--- config.mk ---
export PLATFORM = sky130hd
export DESIGN_NAME = wlms_coef_update
export DESIGN_NICKNAME = d
export VERILOG_FILES = /design/src/rtl/wlms_pkg.sv /design/src/rtl/wlms_ring_idx.sv /design/src/rtl/wlms_tap_seq.sv /design/src/rtl/wlms_mac_rnd.sv /design/src/rtl/wlms_coef_update.sv
export SDC_FILE = /design/constraint.sdc
export NUM_CORES = 1
export LEC_CHECK = 0
export BUFFER_PORTS_ARGS = -buffer_cell sky130_fd_sc_hd__buf_2
export CAP_MARGIN = 5
export CORE_UTILIZATION = 57
export DETAILED_ROUTE_END_ITERATION = 10
export PLACE_DENSITY = 0.9
export REMOVE_ABC_BUFFERS = 1
export SYNTH_ARGS = -nofsm -noshare
export SYNTH_HDL_FRONTEND = slang
export SYNTH_SLANG_ARGS = --single-unit
--- constraint.sdc ---
create_clock -name clk -period 6.2 [get_ports clk]
set_input_delay 0.31 -clock clk [delete_from_list [all_inputs] [get_ports clk]]
set_output_delay 0.31 -clock clk [all_outputs]
set_load 0.01 [all_outputs]
--- src/rtl/wlms_pkg.sv ---
package wlms_pkg;

   typedef enum logic [0:0] {
      SEQ_IDLE  = 1'b0,
      SEQ_ISSUE = 1'b1
   } seq_state_t;

   function automatic bit is_pow2(input int v);
      return (v > 0) && ((v & (v - 1)) == 0);
   endfunction

endpackage

--- src/rtl/wlms_ring_idx.sv ---
module wlms_ring_idx #(
   parameter int N  = 16,
   parameter int IW = 4
) (
   input  logic [IW-1:0] f_i,
   input  logic [IW-1:0] d_i,
   input  logic [IW-1:0] cur_i,
   output logic [IW-1:0] start_o,
   output logic [IW-1:0] next_o
);
   localparam int SUMW = IW + 2;

   logic [SUMW-1:0] sum;

   always_comb begin
      sum = SUMW'(f_i) + SUMW'(N - 1) - SUMW'(d_i);
   end

   generate
      if (wlms_pkg::is_pow2(N)) begin : g_pow2
         // power-of-two depth: modulo is plain truncation
         assign start_o = sum[IW-1:0];
         assign next_o  = cur_i - IW'(1);
      end else begin : g_general
         assign start_o = (sum >= SUMW'(N)) ? IW'(sum - SUMW'(N)) : sum[IW-1:0];
         assign next_o  = (cur_i == '0) ? IW'(N - 1) : cur_i - IW'(1);
      end
   endgenerate

endmodule

--- src/rtl/wlms_tap_seq.sv ---
module wlms_tap_seq #(
   parameter int M  = 6,
   parameter int TW = 3,
   parameter int IW = 4
) (
   input  logic          clk,
   input  logic          rst_n,
   input  logic          start_i,
   input  logic          busy_i,
   input  logic [IW-1:0] start_idx_i,
   input  logic [IW-1:0] next_idx_i,
   output logic          accept_o,
   output logic          issue_o,
   output logic          last_o,
   output logic [TW-1:0] tap_o,
   output logic [IW-1:0] idx_o
);
   import wlms_pkg::*;

   localparam logic [TW-1:0] LAST_TAP = TW'(M - 1);

   seq_state_t    state_q;
   logic [TW-1:0] tap_q;
   logic [IW-1:0] idx_q;

   assign accept_o = (state_q == SEQ_IDLE) && start_i && !busy_i;
   assign issue_o  = (state_q == SEQ_ISSUE);
   assign last_o   = issue_o && (tap_q == LAST_TAP);
   assign tap_o    = tap_q;
   assign idx_o    = idx_q;

   always_ff @(posedge clk) begin
      if (!rst_n) begin
         state_q <= SEQ_IDLE;
         tap_q   <= '0;
         idx_q   <= '0;
      end else begin
         case (state_q)
            SEQ_IDLE: begin
               if (accept_o) begin
                  state_q <= SEQ_ISSUE;
                  tap_q   <= '0;
                  idx_q   <= start_idx_i;
               end
            end
            SEQ_ISSUE: begin
               idx_q <= next_idx_i;
               if (tap_q == LAST_TAP) begin
                  state_q <= SEQ_IDLE;
               end else begin
                  tap_q <= tap_q + TW'(1);
               end
            end
            default: state_q <= SEQ_IDLE;
         endcase
      end
   end

endmodule

--- src/rtl/wlms_mac_rnd.sv ---
module wlms_mac_rnd #(
   parameter int DW    = 16,
   parameter int CW    = 16,
   parameter int SW    = 16,
   parameter int FRAC  = 15,
   parameter int TW    = 3,
   parameter bit ROUND = 1'b1
) (
   input  logic                 clk,
   input  logic                 rst_n,
   input  logic                 vld_i,
   input  logic                 last_i,
   input  logic [TW-1:0]        tap_i,
   input  logic signed [DW-1:0] x_i,
   input  logic signed [CW-1:0] h_i,
   input  logic signed [SW-1:0] c_i,
   output logic                 pend_o,
   output logic                 we_o,
   output logic [TW-1:0]        waddr_o,
   output logic signed [CW-1:0] wdata_o,
   output logic                 done_o
);
   localparam int PW  = SW + DW;
   localparam int HW  = CW + FRAC;
   localparam int AW  = ((HW > PW) ? HW : PW) + 2;
   localparam logic signed [AW-1:0] MAXV = AW'((64'sd1 <<< (CW - 1)) - 64'sd1);
   localparam logic signed [AW-1:0] MINV = -MAXV - AW'(1);

   // alignment stage: memory data arrives one cycle after the read
   logic          vld_q;
   logic          last_q;
   logic [TW-1:0] tap_q;

   always_ff @(posedge clk) begin
      if (!rst_n) begin
         vld_q  <= 1'b0;
         last_q <= 1'b0;
         tap_q  <= '0;
      end else begin
         vld_q  <= vld_i;
         last_q <= last_i;
         tap_q  <= tap_i;
      end
   end

   logic signed [PW-1:0] prod;
   logic signed [AW-1:0] rnd;
   logic signed [AW-1:0] acc;
   logic signed [AW-1:0] shf;
   logic signed [CW-1:0] res;

   generate
      if (ROUND) begin : g_round
         assign rnd = AW'(1) <<< (FRAC - 1);
      end else begin : g_trunc
         assign rnd = '0;
      end
   endgenerate

   always_comb begin
      prod = c_i * x_i;
      acc  = (AW'(h_i) <<< FRAC) + AW'(prod) + rnd;
      shf  = acc >>> FRAC;
      if (shf > MAXV) begin
         res = MAXV[CW-1:0];
      end else if (shf < MINV) begin
         res = MINV[CW-1:0];
      end else begin
         res = shf[CW-1:0];
      end
   end

   always_ff @(posedge clk) begin
      if (!rst_n) begin
         we_o    <= 1'b0;
         waddr_o <= '0;
         wdata_o <= '0;
         done_o  <= 1'b0;
      end else begin
         we_o   <= vld_q;
         done_o <= vld_q && last_q;
         if (vld_q) begin
            waddr_o <= tap_q;
            wdata_o <= res;
         end
      end
   end

   assign pend_o = vld_q || we_o;

endmodule

--- src/rtl/wlms_coef_update.sv ---
module wlms_coef_update #(
   parameter int N     = 16,
   parameter int M     = 6,
   parameter int DW    = 16,
   parameter int CW    = 16,
   parameter int SW    = 16,
   parameter int FRAC  = 15,
   parameter bit ROUND = 1'b1,
   localparam int IW   = (N > 1) ? $clog2(N) : 1,
   localparam int TW   = (M > 1) ? $clog2(M) : 1
) (
   input  logic                 clk,
   input  logic                 rst_n,
   input  logic                 start,
   input  logic [IW-1:0]        offset_i,
   input  logic [IW-1:0]        delay_i,
   input  logic signed [SW-1:0] step_err_i,
   output logic                 mem_rd_en,
   output logic [IW-1:0]        hist_raddr,
   input  logic signed [DW-1:0] hist_rdata,
   output logic [TW-1:0]        coef_raddr,
   input  logic signed [CW-1:0] coef_rdata,
   output logic                 coef_we,
   output logic [TW-1:0]        coef_waddr,
   output logic signed [CW-1:0] coef_wdata,
   output logic                 busy,
   output logic                 done
);
   generate
      if (N < 2) begin : g_bad_n
         $error("wlms_coef_update: N must be at least 2");
      end
      if ((M < 2) || (M > N)) begin : g_bad_m
         $error("wlms_coef_update: M must lie in 2..N");
      end
      if ((FRAC < 1) || (FRAC >= SW + DW)) begin : g_bad_frac
         $error("wlms_coef_update: FRAC out of range");
      end
   endgenerate

   logic                 accept;
   logic                 issue;
   logic                 last;
   logic                 pend;
   logic [TW-1:0]        tap;
   logic [IW-1:0]        idx;
   logic [IW-1:0]        start_idx;
   logic [IW-1:0]        next_idx;
   logic signed [SW-1:0] c_q;

   always_ff @(posedge clk) begin
      if (!rst_n) begin
         c_q <= '0;
      end else if (accept) begin
         c_q <= step_err_i;
      end
   end

   wlms_ring_idx #(.N(N), .IW(IW)) u_idx (
      .f_i     (offset_i),
      .d_i     (delay_i),
      .cur_i   (idx),
      .start_o (start_idx),
      .next_o  (next_idx)
   );

   wlms_tap_seq #(.M(M), .TW(TW), .IW(IW)) u_seq (
      .clk         (clk),
      .rst_n       (rst_n),
      .start_i     (start),
      .busy_i      (busy),
      .start_idx_i (start_idx),
      .next_idx_i  (next_idx),
      .accept_o    (accept),
      .issue_o     (issue),
      .last_o      (last),
      .tap_o       (tap),
      .idx_o       (idx)
   );

   wlms_mac_rnd #(
      .DW(DW), .CW(CW), .SW(SW), .FRAC(FRAC), .TW(TW), .ROUND(ROUND)
   ) u_mac (
      .clk     (clk),
      .rst_n   (rst_n),
      .vld_i   (issue),
      .last_i  (last),
      .tap_i   (tap),
      .x_i     (hist_rdata),
      .h_i     (coef_rdata),
      .c_i     (c_q),
      .pend_o  (pend),
      .we_o    (coef_we),
      .waddr_o (coef_waddr),
      .wdata_o (coef_wdata),
      .done_o  (done)
   );

   assign mem_rd_en  = issue;
   assign hist_raddr = idx;
   assign coef_raddr = tap;
   assign busy       = issue || pend;

endmodule

==> results of run 1 <==
==> worst max-delay path by stage <==
stage                     slack (ns)  depth (start not counted)           from           endpoint
after floorplan                -0.59                         20        c_q[15]   u_mac.wdata_o[0]
after global placement         -0.41                         23        c_q[15]   u_mac.wdata_o[2]
after detailed placement       -0.65                         24  hist_rdata[5]   u_mac.wdata_o[1]
after CTS                      -0.15                         22        c_q[15]  u_mac.wdata_o[11]
after global routing           -0.82                         24        c_q[13]   u_mac.wdata_o[3]
final                          -0.70                         21         c_q[7]   u_mac.wdata_o[3]
==> metal layers <==
metal | vias up | global-route usage [%]
met5 | - | 0
li1 | 4470 | -
met4 | 4 | 30.3
met2 | 1020 | 63.3
met1 | 5361 | 40.9
met3 | 470 | 10.9
==> worst max-delay path: cells and delay by family, from the launching register on <==
| family | cells | cell delay, ns |
|---|---|---|
| xor+xnor | 1 | 0.14 |
| compound gates | 7 | 1.79 |
| fa+ha+maj | 7 | 3.65 |
| buf+inv | 5 | 0.63 |
| flops | 1 | 0.41 |
| simple gates | 1 | 0.13 |
==> repair_timing <==
action                     4_1_cts  5_1_grt
cloned                           1        0
pin swaps                       47       38
resized for setup               82       64
buffers inserted                16       13
setup endpoints to repair       16       16
==> layout make-up <==
cell class                 instances  area [µm²]  area share, %
antenna                            1        2.50         0.0165
clock buffer                       5         125          0.824
clock inverter                     2        13.8         0.0907
inverter                         334        1250           8.26
multi-input combinational        922       10400           68.5
sequential                        50        1050           6.89
tap                              275         344           2.27
timing repair buffer             267        2000           13.2
==> metrics by stage <==
stage               setup TNS [ns]  cell area [µm²]  power [W]
finish                      -10.55            15200    0.00898
global route                -12.39            15200    0.00944
CTS                          -1.92            14900    0.00772
detailed placement           -9.81            14300    0.00676
global placement             -6.20            14300    0.00652
floorplan                    -8.17            12300    0.00429
==> cells by family after synthesis <==
group                    count (synthesis)
AND/OR/NAND/NOR                        374
buffers and inverters                  380
AO/OA/AOI/OAI                          131
flip-flops                              50
adder cells (fa/ha/maj)                388
XOR/XNOR                                25
multiplexers                             4
==> cells in the final DEF, fill, tap and decap left out, drive strengths merged, types with 2 or more instances in the layout <==
cell type	n
clkbuf	6
ha	98
nand2	165
a211o	4
nand2b	14
and2	127
a21o	13
a41o	2
o21bai	2
a311oi	2
dfxtp	50
o22ai	17
inv	335
o31ai	3
xor2	2
xnor2	23
a21boi	19
buf	266
nand4	3
a2111oi	2
nor2b	12
fa	290
a31oi	2
o21a	2
nor2	28
and3	4
a211oi	4
a21oi	25
o21ai	29
or2	4
nor3	7
mux2i	3
or3	3
nand3	5
==> power breakdown <==
group / switching, W / total, W / internal, W / leakage, nW
sequential: 0.0000448 / 0.000417 / 0.000372 / 0.419
combinational: 0.00460 / 0.00829 / 0.00369 / 7.52
clock: 0.000126 / 0.000275 / 0.000148 / 0.0701
==> state kept, by name, summed over array words and instances (netlist names) <==
name           cells
c_q               16
u_mac.vld_q        1
u_seq.issue_o      1
u_mac.last_q       1
u_mac.waddr_o      3
u_mac.wdata_o     16
u_mac.done_o       1
u_seq.idx_o        4
u_mac.tap_q        3
u_mac.we_o         1
u_seq.tap_o        3
==> flow_summary.ini, run 1 <==
[logic_synthesis]
synthMuxAreaShare_pct = 0.331
synth_warnings = 0
synth_seq_cells = 50
yosysSeqAreaShare_pct = 8.01
synth_adder_area_share_pct = 56.3
synth_edf_count = 0
synthCells = 1352
synth_compound_area_share_pct = 7.29
synth_top_family_by_area = adder cells
synth_cell_types = 52
syn_area_per_cell_um2 = 9.24
synth_flop_cell = dfxtp_1
synth_top_area_share_pct = 46.5
yosys.area_share.simple_pct = 14.8
synth_xor_area_share_pct = 1.75
yosysTopAreaCell = fa_1
ys_top_cells_by_area = fa_1, inv_1, ha_1
synth_commonest_cells = inv_1, fa_1, nand2_1, and2_1, ha_1
async_flop_share_pct = 0
synthMostInstantiatedCell = inv_1
synth_area_mm2 = 0.0125

[grt]
grt_overflow = 0
grt_pass1_vias = 12603
grt_max_degree = 49
grt_first_pass_wirelength_um = 64100
grt_usage_pct = 38.2
antenna_found_initial = 1

[critical_path]
crit_fanout = 8
required_ns = 6.38
crit_path_start_kind = flop
arrival_ns = 7.07
critPathSlowestCell = fa_2
worstSetupPathType = flop to flop
path_cells = buf_4, nand2_1, fa_1, inv_1, fa_1, fa_2, fa_1, fa_1, inv_2, fa_1, inv_2, ha_4, a21o_4, a211o_4, a21oi_4, o22ai_2, a311oi_2, xnor2_2, o41ai_4, buf_6, o22ai_1
r2r_cells = 21
rr_startpoint = c_q[7]
endpoint_kind = flop
r2r_slack_ns = -0.70
timing.rr.end = u_mac.wdata_o[3]
cpMostUsedCell = fa_1
max_stage_delay_ns = 0.70

[placed_design]
gp_congestion = 0.966
dp_slack_ns = -0.647
io_buffer_count = 88
dpl.hpwl_um = 28100
dp_cells = 1820

[floorplan]
die-area_mm2 = 0.0225
start_util_pct = 58.9
die_h_um = 150
core_mm2 = 0.0212
ios = 89
rows = 53
die_w_um = 150

[final_layout]
area_growth_pct = 21.5
instances_no_fill = 1856
fillers = 1270
post-route-util_pct = 71.5
final_nets = 2027
drive_gt1_share_pct = 24.1

[timing]
skew_ns = 0.00531
relSlewSlack_pct = 39.4
fmax_mhz = 145
hold_ws_ns = 0.273
hold_violations = 0
setup_viol = 16
fin_crit_ns = 6.90
grt_setup_unrepaired = true
slew_viol_final = 0
worst_pin_slew_ns = 0.909
setup_ws_ns = -0.695
fin_crit_sh_pct = 111

[clock_tree]
cts_tree = built
cts_sinks = 50
clk_pin_slew_ns = 0.07
ctsHoldBuffers = 0
insertion_delay_ns = 0.29
root_buffer = clkbuf_16
clock_path_buffers = 2
cts_inserted_buffers = 5
htree_levels = 2

[min_path]
worstHoldStart = step_err_i[3]
min_path_cells = 3
hold_end = c_q[3]
min_path_type = primary input to flop

[job]
cap_violations = 0

[routing]
wl_um = 43900
dr_wl_met3_um = 5310
topRoutingLayerUsed = met5
ant_nets = 0
drt_iter0_drc = 1328
dr_total_vias = 11325
routedWlPerCell_um = 23.7
drt-met1-wl_um = 13100
drc_errors = 0
dr.pass1.iters = 6
viasPerCell = 6.10
met2WireLength_um = 20300

[pwr]
powerDensity_mw_per_mm2 = 592
worst_ir_drop_vdd_mv = 1.78
leakage_nw = 8.00

[run_status]
violations = negative setup slack
status = finished with violations
No activity file was read; power rests on OpenSTA's default activity.
==> run 2: changes to the inputs <==
Settings changed: ABC_AREA from default to 1.
==> flow_summary.ini, run 2 <==
[timing]
setup_viol = 0
fin_crit_sh_pct = 95.4
setup_tns_ns = 0
grt_setup_unrepaired = false
fin_crit_ns = 5.91
worst_pin_slew_ns = 0.842
skew_ns = 0.00297
slew_viol_final = 0
fmax_mhz = 169
relSlewSlack_pct = 43.7
setup_ws_ns = 0.288
hold_violations = 0

[routing]
wl_um = 34000
drt_iter0_drc = 829
viasPerCell = 5.32
dr_total_vias = 10923
routedWlPerCell_um = 16.6
ant_nets = 0
dr.pass1.iters = 5
drc_errors = 0

[clock_tree]
cts_tree = built
htree_levels = 2
insertion_delay_ns = 0.29
cts_sinks = 50
root_buffer = clkbuf_16
ctsHoldBuffers = 0
cts_setup_buffers = 0
cts_inserted_buffers = 5
clk_pin_slew_ns = 0.07
clock_path_buffers = 2

[pwr]
leakage_nw = 8.67
worst_ir_drop_vdd_mv = 0.430
powerDensity_mw_per_mm2 = 494

[logic_synthesis]
yosysTopAreaCell = fa_1
synthCells = 1699
yosysSeqAreaShare_pct = 7.59
synth_area_mm2 = 0.0132
async_flop_share_pct = 0
synth_flop_cell = dfxtp_1
ys_top_cells_by_area = fa_1, inv_1, nand2_1
syn_area_per_cell_um2 = 7.77
synth_edf_count = 0
synth_commonest_cells = inv_1, nand2_1, fa_1, ha_1, clkbuf_1
synth_top_area_share_pct = 44.0
synth_seq_cells = 50
synthMostInstantiatedCell = inv_1
synth_warnings = 0
synth_cell_types = 32

[placed_design]
placed_area_mm2 = 0.0141
dpl.hpwl_um = 29000
dp_slack_ns = -0.0771
io_buffer_count = 88
gp_congestion = 0.952

[grt]
grt_usage_pct = 30.5
grt_overflow = 0
grt_max_degree = 29
grt_first_pass_wirelength_um = 56700
antenna_found_initial = 1
grt_pass1_vias = 11952

[critical_path]
critPathCapture = u_mac.wdata_o[2]
arrival_ns = 6.09
timing.rr.end = u_mac.wdata_o[2]
r2r_slack_ns = 0.29
rr_startpoint = c_q[15]
crit_fanout = 15
r2r_cells = 27
cp-startpoint = c_q[15]
crit_path_start_kind = flop
worstSetupPathType = flop to flop
endpoint_kind = flop
required_ns = 6.38

[job]
cap_violations = 0

[final_layout]
mostFrequentLayoutCells = inv_1, nand2_1, fa_1, ha_1, buf_2
fillers = 1836
drive_gt1_share_pct = 10.4
area_growth_pct = 8.47
final_area_mm2 = 0.0143
final_nets = 2215
final_common_cell = inv_1

[min_path]
min_path_type = primary input to flop
min_path_cells = 3

[floorplan]
core_mm2 = 0.0226
rows = 55
start_util_pct = 58.3
die_h_um = 154
die-area_mm2 = 0.0238
die_w_um = 154
ios = 89

[run_status]
status = completed
[run 2: changes by cell type after synthesis, sizes merged, moves of 17 or more]
cell,before,now
clkbuf,41,70
a21oi,25,72
a21boi,19,2
nor2,28,60
inv,334,509
nand2,165,448
o22ai,17,0
and2,127,0
[run 2: worst min path at each step]
stage | to | from
final | c_q[9] | step_err_i[9]
after global routing | c_q[9] | step_err_i[9]
after CTS | c_q[9] | step_err_i[9]
after detailed placement | u_mac.done_o | u_mac.last_q
after global placement | u_mac.done_o | u_mac.last_q
after floorplan | u_mac.done_o | u_mac.last_q
[run 2: what timing repair did]
action                                 4_1_cts  5_1_grt
pin swaps                                    0        3
gates cloned                                 0        1
gates resized for setup                      2       20
setup endpoints to repair                   15       16
endpoints found under the hold margin        0        0
[run 2: area by class of cell]
class	instances	area, µm²	area share (%)
sequential	50	1010	7.06
tap	285	357	2.49
antenna	1	2.50	0.0175
clock inverter	2	15.0	0.105
multi-input combinational	1066	10000	70.1
clock buffer	5	125	0.874
inverter	509	1910	13.4
timing repair buffer	136	858	6.00
[run 2: report_power, final]
| group | switching [W] | internal [W] |
|---|---|---|
| combinational | 0.00405 | 0.00235 |
| sequential | 0.0000404 | 0.000361 |
| clock | 0.000123 | 0.000147 |
| total | 0.00421 | 0.00286 |
[run 2: routing by layer]
| metal | vias up | GRT usage [%] | wire length (µm) |
|---|---|---|---|
| met5 | - | 0 | 0 |
| met4 | 0 | 16.7 | 1980 |
| met3 | 162 | 4.68 | 2630 |
| met2 | 507 | 54.4 | 17200 |
| met1 | 5324 | 35.1 | 12200 |
| li1 | 4930 | - | - |
[run 2: through the flow]
stage	util [%]	instances	hold WS, ns	power (W)
floorplan	-	1624	0.394	0.00490
global placement	62.3	2045	0.397	0.00634
detailed placement	62.3	2045	0.400	0.00653
CTS	62.9	2052	0.267	0.00688
global route	63.2	2054	0.272	0.00788
finish	63.2	2054	0.267	0.00707
[run 2: kinds of logic after synthesis]
group                    after synthesis  synth area share [%]
buffers and inverters                584                  16.7
AND/OR/NAND/NOR                      539                  16.0
adder cells (fa/ha/maj)              388                  53.3
AO/OA/AOI/OAI                        117                  5.01
flip-flops                            50                  7.59
XOR/XNOR                              21                  1.39
[run 2: worst max-delay path, cell delays in order, from the launching register on]
cell     delay [ns]
dfxtp_4        0.39
nand2_1        0.08
fa_1           0.60
inv_1          0.07
fa_2           0.52
buf_4          0.19
inv_1          0.10
fa_1           0.50
inv_1          0.07
fa_1           0.49
fa_1           0.49
inv_1          0.05
fa_1           0.47
inv_1          0.04
ha_1           0.33
a21oi_1        0.22
nand2_1        0.09
nand2_1        0.06
nand2_1        0.04
a21oi_1        0.16
nand2_1        0.09
nand2_1        0.07
nand2_1        0.05
nor2_1         0.13
nand2_2        0.09
a21oi_4        0.15
buf_12         0.17
a21oi_1        0.07
